[config.mk]
export PLATFORM = sky130hd
export DESIGN_NAME = timer_reload
export DESIGN_NICKNAME = d
export VERILOG_FILES = /design/src/rtl/timer_reload.sv
export SDC_FILE = /design/constraint.sdc
export NUM_CORES = 1
export LEC_CHECK = 0
export BUFFER_PORTS_ARGS = -buffer_cell sky130_fd_sc_hd__buf_2
export CAP_MARGIN = 20
export CORE_MARGIN = 4
export CORE_UTILIZATION = 50
export DETAILED_ROUTE_END_ITERATION = 6
export PLACE_DENSITY = 0.73
export SLEW_MARGIN = 20
export SYNTH_ARGS = -nofsm -noshare
export SYNTH_HDL_FRONTEND = slang
export SYNTH_SLANG_ARGS = --single-unit
[constraint.sdc]
create_clock -name clk -period 2.7 [get_ports clk]
set_input_delay 0.54 -clock clk [delete_from_list [all_inputs] [get_ports clk]]
set_output_delay 0.54 -clock clk [all_outputs]
set_load 0.03 [all_outputs]
[src/rtl/timer_reload.sv]
module timer_reload #(
  parameter int W = 16
) (
  input  logic         clk,
  input  logic         rst_n,
  input  logic         wr_en,
  input  logic [1:0]   wr_sel,
  input  logic [W-1:0] wr_data,
  input  logic [1:0]   clk_sel,
  input  logic         enh_en,
  input  logic         sync_mode,
  input  logic         center_mode,
  input  logic         start_sync_en,
  input  logic         sync_pulse,
  output logic [W-1:0] count,
  output logic [W-1:0] start_val,
  output logic [W-1:0] mod_val,
  output logic [W-1:0] cmp_val
);

  localparam logic [1:0] SEL_START = 2'd0;
  localparam logic [1:0] SEL_MOD   = 2'd1;
  localparam logic [1:0] SEL_CMP   = 2'd2;

  logic [W-1:0] b_start, b_mod, b_cmp;
  logic         p_start, p_mod, p_cmp;
  logic         up;
  logic [W-1:0] cnt_nx;
  logic         up_nx;

  wire running    = clk_sel != 2'b00;
  wire at_mod     = count == mod_val;
  wire edge_hit   = running && at_mod && (!center_mode || up);
  wire start_gate = enh_en && sync_mode && start_sync_en;

  wire wr_s = wr_en && wr_sel == SEL_START;
  wire wr_m = wr_en && wr_sel == SEL_MOD;
  wire wr_c = wr_en && wr_sel == SEL_CMP;

  wire ld_pm    = !running || (enh_en ? sync_pulse : edge_hit);
  wire ld_start = p_start && (!running || !start_gate || sync_pulse);
  wire ld_mod   = p_mod && ld_pm;
  wire ld_cmp   = p_cmp && ld_pm;

  always_comb begin
    cnt_nx = count;
    up_nx  = up;
    if (running) begin
      if (!center_mode) begin
        up_nx  = 1'b1;
        cnt_nx = at_mod ? start_val : count + 1'b1;
      end else if (up) begin
        if (at_mod) begin
          cnt_nx = count - 1'b1;
          up_nx  = 1'b0;
        end else begin
          cnt_nx = count + 1'b1;
        end
      end else if (count == start_val) begin
        cnt_nx = count + 1'b1;
        up_nx  = 1'b1;
      end else begin
        cnt_nx = count - 1'b1;
      end
    end
  end

  always_ff @(posedge clk) begin
    if (!rst_n) begin
      count <= '0;
      up    <= 1'b1;
    end else begin
      count <= cnt_nx;
      up    <= up_nx;
    end
  end

  always_ff @(posedge clk) begin
    if (!rst_n) begin
      start_val <= '0;
      b_start   <= '0;
      p_start   <= 1'b0;
    end else begin
      if (ld_start) start_val <= b_start;
      if (wr_s) begin
        b_start <= wr_data;
        if (!running) start_val <= wr_data;
      end
      p_start <= wr_s ? running : (ld_start ? 1'b0 : p_start);
    end
  end

  always_ff @(posedge clk) begin
    if (!rst_n) begin
      mod_val <= '0;
      b_mod   <= '0;
      p_mod   <= 1'b0;
    end else begin
      if (ld_mod) mod_val <= b_mod;
      if (wr_m) begin
        b_mod <= wr_data;
        if (!running) mod_val <= wr_data;
      end
      p_mod <= wr_m ? running : (ld_mod ? 1'b0 : p_mod);
    end
  end

  always_ff @(posedge clk) begin
    if (!rst_n) begin
      cmp_val <= '0;
      b_cmp   <= '0;
      p_cmp   <= 1'b0;
    end else begin
      if (ld_cmp) cmp_val <= b_cmp;
      if (wr_c) begin
        b_cmp <= wr_data;
        if (!running) cmp_val <= wr_data;
      end
      p_cmp <= wr_c ? running : (ld_cmp ? 1'b0 : p_cmp);
    end
  end

  AST_STOP_HOLD: assert property (@(posedge clk) disable iff (!rst_n)
    !running |=> $stable(count));
  AST_STOP_WRITE: assert property (@(posedge clk) disable iff (!rst_n)
    (!running && wr_m) |=> mod_val == $past(wr_data));
  AST_STOP_DRAIN: assert property (@(posedge clk) disable iff (!rst_n)
    (!running && !wr_en) |=> (mod_val == $past(b_mod) && start_val == $past(b_start) && cmp_val == $past(b_cmp)));
  AST_UP_WRAP: assert property (@(posedge clk) disable iff (!rst_n)
    (running && !center_mode && at_mod) |=> count == $past(start_val));
  AST_CTR_TURN: assert property (@(posedge clk) disable iff (!rst_n)
    (running && center_mode && up && at_mod) |=> count == W'($past(count) - 1'b1));
  AST_GATE_HOLD: assert property (@(posedge clk) disable iff (!rst_n)
    (running && start_gate && !sync_pulse) |=> $stable(start_val));
  AST_BND_HOLD: assert property (@(posedge clk) disable iff (!rst_n)
    (running && !enh_en && !edge_hit) |=> ($stable(mod_val) && $stable(cmp_val)));
  AST_ENH_HOLD: assert property (@(posedge clk) disable iff (!rst_n)
    (running && enh_en && !sync_pulse) |=> ($stable(mod_val) && $stable(cmp_val)));

endmodule

==> impl_metrics.csv, run 1 <==
group,metric,value,unit
outcome,status,"complete, no violations",
sta,fin_crit,2500,ps
synthesis,syn_nets,743,
routing,drc_errors,0,
sta,slew_headroom,26.1,%
floorplan,die_w,116,um
clock_tree,cts_hold_buffers,0,
placement,detailed_place.area,6560,um2
synthesis,yosys_warnings,0,
critical_path,ff2ff_setup_slack,200,ps
global_route,grt_first_pass_wirelength,29.0,mm
clock_tree,post-cts-setup-buffer-count,0,
synthesis,synth.area.top_cells,"dfxtp_1, mux2i_1, a21oi_1",
cells_and_area,final_area,7180,um2
critical_path,required,2990,ps
synthesis,synth_most_common_cell,"nand2_1",
synthesis,synthXorXnorAreaFrac,6.40,%
clock_tree,numCtsBuffers,17,
sta,slew_viol_final,0,
clock_tree,insertion_delay,410,ps
routing,dr.pass1.iters,6,
placement,port-buffer-count,91,
synthesis,ys_ff_latch,116,
cells_and_area,drive_gt1_share,21.6,%
sta,rsz0062_at_grt,"no",
sta,worst_pin_slew,1110,ps
routing,routed_wl,19.3,mm
cells_and_area,syn2layout_area_growth,22.1,%
critical_path,end_kind,"register",
hold_path,hp-class,"input pin to register",
routing,vias,5682,
sta,fin_ws,203,ps
sta,fin_skew,18.0,ps
clock_tree,clk_path_buf_depth,2,
placement,gp_congestion,1.08,
synthesis,synth_edf_count,0,
clock_tree,cts_root_buffer,"clkbuf_16",
critical_path,cp-start-kind,"register",
routing,first_iter_violations,478,
synthesis,synthMuxAreaShare,10.3,%
floorplan,die_area,13600,um2
synthesis,synth_compound_area_share,19.9,%
cells_and_area,final_util,62.7,%
power_and_ir_drop,leakage,3.27,nW
routing,drtAntennaViolNets,0,
synthesis,synthCells,713,
floorplan,ios,92,
floorplan,die_y,116,um
global_route,grt_pass1_vias,5210,
synthesis,synthAdderAreaFrac,0.425,%
critical_path,critical_path_class,"register to register",
cells_and_area,insertedDiodeCount,0,
synthesis,postSynthAreaPerCell,8.25,um2
clock_tree,cts_resized,0,
critical_path,path_max_fanout,15,
sta,max_freq,400,MHz
clock_tree,cts_htree_levels,4,
routing,routed_via_density,5.91,
critical_path,crit_arrival,2790,ps
synthesis,synth_area,5880,um2
floorplan,initial_core_util,51.3,%
synthesis,synth-seq-area-share,39.5,%
job,cap_violations,0,
synthesis,synth_top_family_by_area,"compound AO/OA/AOI/OAI gates",
sta,fin_crit_sh,92.5,%
routing,routedWlPerCell,20.1,um
global_route,antenna_found_initial,0,
clock_tree,cts_tree,"built",
synthesis,synth_cell_type_count,65,
cells_and_area,fin_nets,836,
floorplan,core_area,11500,um2
global_route,overflow,0,
sta,fin_setup_tns,0,ps
synthesis,yosys.area.top_type_share,39.5,%
clock_tree,cts_sinks,116,
synthesis,synth_simple_gate_area_share,18.0,%
synthesis,post-synth-top-area-cell,"dfxtp_1",
sta,setup_viol,0,
placement,place_hpwl,13.6,mm
global_route,grtUsageTotal,28.2,%
global_route,grt_max_degree,69,
sta,hold_viol,0,
floorplan,fp-row-count,39,
power_and_ir_drop,ir_worst_vdd,0.456,mV
power_and_ir_drop,power.density,934,nW/um2
clock_tree,clk_pin_slew,60,ps
synthesis,synth_flop_cell,"dfxtp_1",
sta,whs,446,ps
synthesis,async_flop_share,0,%
synthesis,synth_common_cells,"nand2_1, dfxtp_1, a21oi_1",
placement,preCtsSetupSlack,237,ps
## worst max-delay path, cell delays in order, from the launching register on
cell and delay [ps]:
dfxtp_1 310, buf_4 190, or3_1 460, nand3b_1 250, or2_1 340, nor4_1 300, o221ai_1 160, a32oi_1 360
## through the flow
step           power (mW)  cells
6_report             6.71    962
5_1_grt              6.94    962
3_5_place_dp         4.30    930
3_3_place_gp         4.28    930
2_1_floorplan        3.62    713
4_1_cts              6.67    962
## power breakdown
| group | switching (mW) | internal [mW] | total [mW] |
|---|---|---|---|
| combinational | 1.50 | 0.907 | 2.40 |
| clock | 0.809 | 1.57 | 2.38 |
| sequential | 0.100 | 1.83 | 1.93 |
## kinds of logic after synthesis
family / Yosys count
simple gates: 229
compound gates: 199
flops: 116
buf+inv: 65
mux: 59
xor+xnor: 43
fa+ha+maj: 2
## sequential cells by signal, summed over array words and instances (netlist names)
| register | cells |
|---|---|
| mod_val | 16 |
| b_cmp | 16 |
| p_mod | 1 |
| p_cmp | 1 |
| up | 1 |
| cmp_val | 16 |
| start_val | 16 |
| b_start | 16 |
| count | 16 |
| b_mod | 16 |
| p_start | 1 |
## routing by layer
layer	wire (um)	global-route usage [%]	up-vias
li1	-	-	2710
met5	0	0	-
met1	8360	38.0	2660
met3	1440	5.60	32
met4	646	12.5	0
met2	8900	43.7	280
## cell usage in the layout, fill, tap and decap left out, types with 3 or more instances in the layout
master / synthesis / routed
nand4_1: 9 / 9
nand2_1: 119 / 119
clkbuf_16: 0 / 17
a211oi_1: 16 / 16
xor2_1: 21 / 21
o21a_1: 4 / 4
clkinv_2: 0 / 3
nor4_1: 8 / 8
bufinv_16: 0 / 4
and3_1: 4 / 4
a22o_1: 5 / 5
xnor2_1: 22 / 22
nand3_1: 10 / 10
a21oi_1: 95 / 95
o21ai_0: 47 / 47
nor2_1: 41 / 41
inv_6: 0 / 3
buf_4: 2 / 38
o221ai_1: 3 / 3
mux2i_1: 56 / 56
nor3_1: 9 / 9
inv_1: 7 / 7
dfxtp_1: 116 / 116
buf_2: 12 / 91
o22ai_1: 3 / 3
nand3b_1: 3 / 3
## cell type report
class	instances	area [um2]
clock buffers	20	447
repair buffers	131	781
well taps	143	179
inverters	8	30.0
multi-input cells	532	3250
fillers	975	4280
clock inverters	12	176
flip-flops and latches	116	2320
## path summary, 6_finish.rpt
kind,startpoint,to,depth (start not counted)
worst min-delay path,wr_data[1],b_cmp[1],3
worst max-delay path,count[2],count[14],7
worst max register to register,count[2],count[14],7
worst min register to register,b_start[15],b_start[15],2
Note: power is estimated with default switching activity, not from simulation.
==> inputs of run 2 (changes only) <==
--- a/config.mk
+++ b/config.mk
@@ -12,3 +12,3 @@
 export DETAILED_ROUTE_END_ITERATION = 6
-export PLACE_DENSITY = 0.73
+export PLACE_DENSITY = 0.76
 export SLEW_MARGIN = 20
==> constraint.sdc (replaced) <==
create_clock -name clk -period 2.1 [get_ports clk]
set_input_delay 0.21 -clock clk [delete_from_list [all_inputs] [get_ports clk]]
set_output_delay 0.21 -clock clk [all_outputs]
set_load 0.03 [all_outputs]
==> run 2 against run 1 <==
The flow now finishes with violations (setup timing). Die area unchanged. Design area increased by 13%. Combinational power grew 81%. First-iteration DRC count is 27% higher. Sequential power grew 32%. Non-clock buffer count rose by 86. Global-route usage increased by 4.3 points. Utilization rose by 8.0 points. Final cell count is 8.9% higher. Via count grew 9.6%. Worst hold slack worse by 350 ps. Clock skew shrank 9.8 ps. Largest cell class unchanged. Highest routed layer unchanged.
==> impl_metrics.csv, run 2 (synthesis results as in run 1) <==
group,metric,value,unit
outcome,status,"complete, but fails checks",
outcome,violations,"setup timing",
critical_path,ff2ff_setup_slack,-110,ps
clock_tree,clk_pin_slew,60,ps
hold_path,min_from,"wr_data[1]",
cells_and_area,most-common-layout-cells,"nand2_1, buf_4, dfxtp_1",
routing,vias,6227,
global_route,grt_max_degree,69,
critical_path,critical_path_class,"register to register",
cells_and_area,insertedDiodeCount,0,
cells_and_area,fillerInstances,864,
routing,drc_errors,0,
global_route,antenna_found_initial,0,
clock_tree,cts_hold_buffers,0,
critical_path,crit_path_top_delay_cell,"dfxtp_2",
power_and_ir_drop,leakage,3.76,nW
placement,place_hpwl,15.2,mm
clock_tree,cts_tree,"built",
sta,setup_viol,28,
sta,slew_viol_final,0,
critical_path,path_max_fanout,10,
sta,worst_pin_slew,1090,ps
sta,hold_viol,0,
sta,fin_crit,2210,ps
critical_path,cp_slowest_stage_delay,360,ps
clock_tree,cts_htree_levels,4,
floorplan,initial_core_util,51.3,%
global_route,grt_pass1_vias,5941,
clock_tree,insertion_delay,420,ps
global_route,grtUsageTotal,32.5,%
sta,slew_headroom,27.5,%
sta,fin_crit_sh,105,%
placement,port-buffer-count,91,
power_and_ir_drop,power.density,1200,nW/um2
routing,drtAntennaViolNets,0,
clock_tree,cts_sinks,116,
floorplan,core_area,11500,um2
critical_path,crit_arrival,2480,ps
cells_and_area,layout_commonest_cell,"nand2_1",
critical_path,reg2reg_depth,9,
routing,dr.pass1.iters,5,
cells_and_area,final_util,70.6,%
floorplan,die_w,116,um
sta,fin_ws,-112,ps
routing,routed_via_density,5.94,
sta,fin_skew,8.19,ps
cells_and_area,fin_nets,922,
floorplan,ios,92,
global_route,grt_first_pass_wirelength,32.9,mm
global_route,overflow,0,
sta,fin_setup_tns,-901,ps
routing,wl_met3,2.20,mm
routing,dr_wl_met2,9.98,mm
floorplan,die_area,13600,um2
routing,first_iter_violations,607,
floorplan,die_y,116,um
routing,routed_wl,21.7,mm
floorplan,fp-row-count,39,
critical_path,worstPathCellList,"xor2_1 -> nor4_1 -> nand4_1 -> buf_6 -> buf_4 -> mux2i_4 -> buf_12 -> mux2i_1 -> o221ai_1",
job,cap_violations,0,
routing,routedWlPerCell,20.7,um
clock_tree,clk_path_buf_depth,2,
sta,max_freq,452,MHz
hold_path,whs_endpoint,"b_mod[1]",
clock_tree,numCtsBuffers,17,
critical_path,end_kind,"register",
hold_path,hp-class,"input pin to register",
routing,routed.top_layer,"met4",
critical_path,worst_r2r_endpoint,"count[4]",
critical_path,cp-start-kind,"register",
cells_and_area,seqCellArea,2360,um2
cells_and_area,syn2layout_area_growth,37.7,%
critical_path,crit-reg2reg-launch,"count[12]",
hold_path,hold_depth,3,
critical_path,critical_path_buf_inv_count,3,
power_and_ir_drop,ir_worst_vdd,1.18,mV
placement,gp_congestion,1.00,
cells_and_area,drive_gt1_share,34.0,%
sta,rsz0062_at_grt,"yes",
clock_tree,cts_root_buffer,"clkbuf_16",
critical_path,required,2370,ps
routing,met1_length,8.69,mm
critical_path,critical_path.top_delay_family,"buffers and inverters",
cells_and_area,multiInputGateArea,3450,um2
## run 2: cell type report
cell class | count | area share [%]
Tap cell | 143 | 2.21
Inverter | 8 | 0.371
Clock buffer | 20 | 5.51
Multi-Input combinational cell | 532 | 42.6
Sequential cell | 116 | 29.1
Clock inverter | 12 | 1.59
Timing Repair Buffer | 217 | 18.6
## run 2: repair_timing
| action | 4_1_cts | 5_1_grt |
|---|---|---|
| buffers inserted | 11 | 5 |
| cloned | 0 | 0 |
| gates resized for setup | 23 | 28 |
| setup endpoints to repair | 37 | 51 |
| hold endpoints to repair | 0 | 0 |
| pin swaps | 16 | 16 |
## run 2: how the worst max path moves through the flow
stage          startpoint        end  slack, ps  cells past startpoint
2_1_floorplan   count[14]  count[15]        -70                      9
3_3_place_gp     count[8]   count[6]        -90                      9
3_5_place_dp     count[8]   count[6]        -80                      9
4_1_cts          count[2]   count[4]       -100                      9
5_1_grt         count[12]  count[14]       -190                      9
6_report        count[12]   count[4]       -110                      9
## run 2: where the power goes
part / total, mW / internal (mW) / switching [mW]
Sequential: 2.55 / 2.38 / 0.170
Clock: 2.87 / 1.78 / 1.09
Combinational: 4.34 / 2.08 / 2.25
## run 2: stage by stage
stage | std cells | area (um2) | hold slack [ps] | worst slack, ps | total power, mW
floorplan | 713 | 5950 | 346 | -70.2 | 4.74
global placement | 1000 | 7160 | 441 | -91.5 | 6.27
detailed placement | 1000 | 7160 | 447 | -84.4 | 6.26
CTS | 1043 | 7930 | 82.7 | -96.5 | 9.39
global route | 1048 | 8100 | 97.1 | -193 | 10.1
finish | 1048 | 8100 | 98.8 | -112 | 9.75
## run 2: tightest hold or removal path: stages
cell	delay, ps
buf_2	150
nand2_1	70
a21oi_1	50
## run 2: metal layers
metal	GRT usage, %	vias to the layer above
met5	0	-
met4	13.0	0
met3	8.34	69
met2	51.2	348
met1	42.6	2927
li1	-	2883
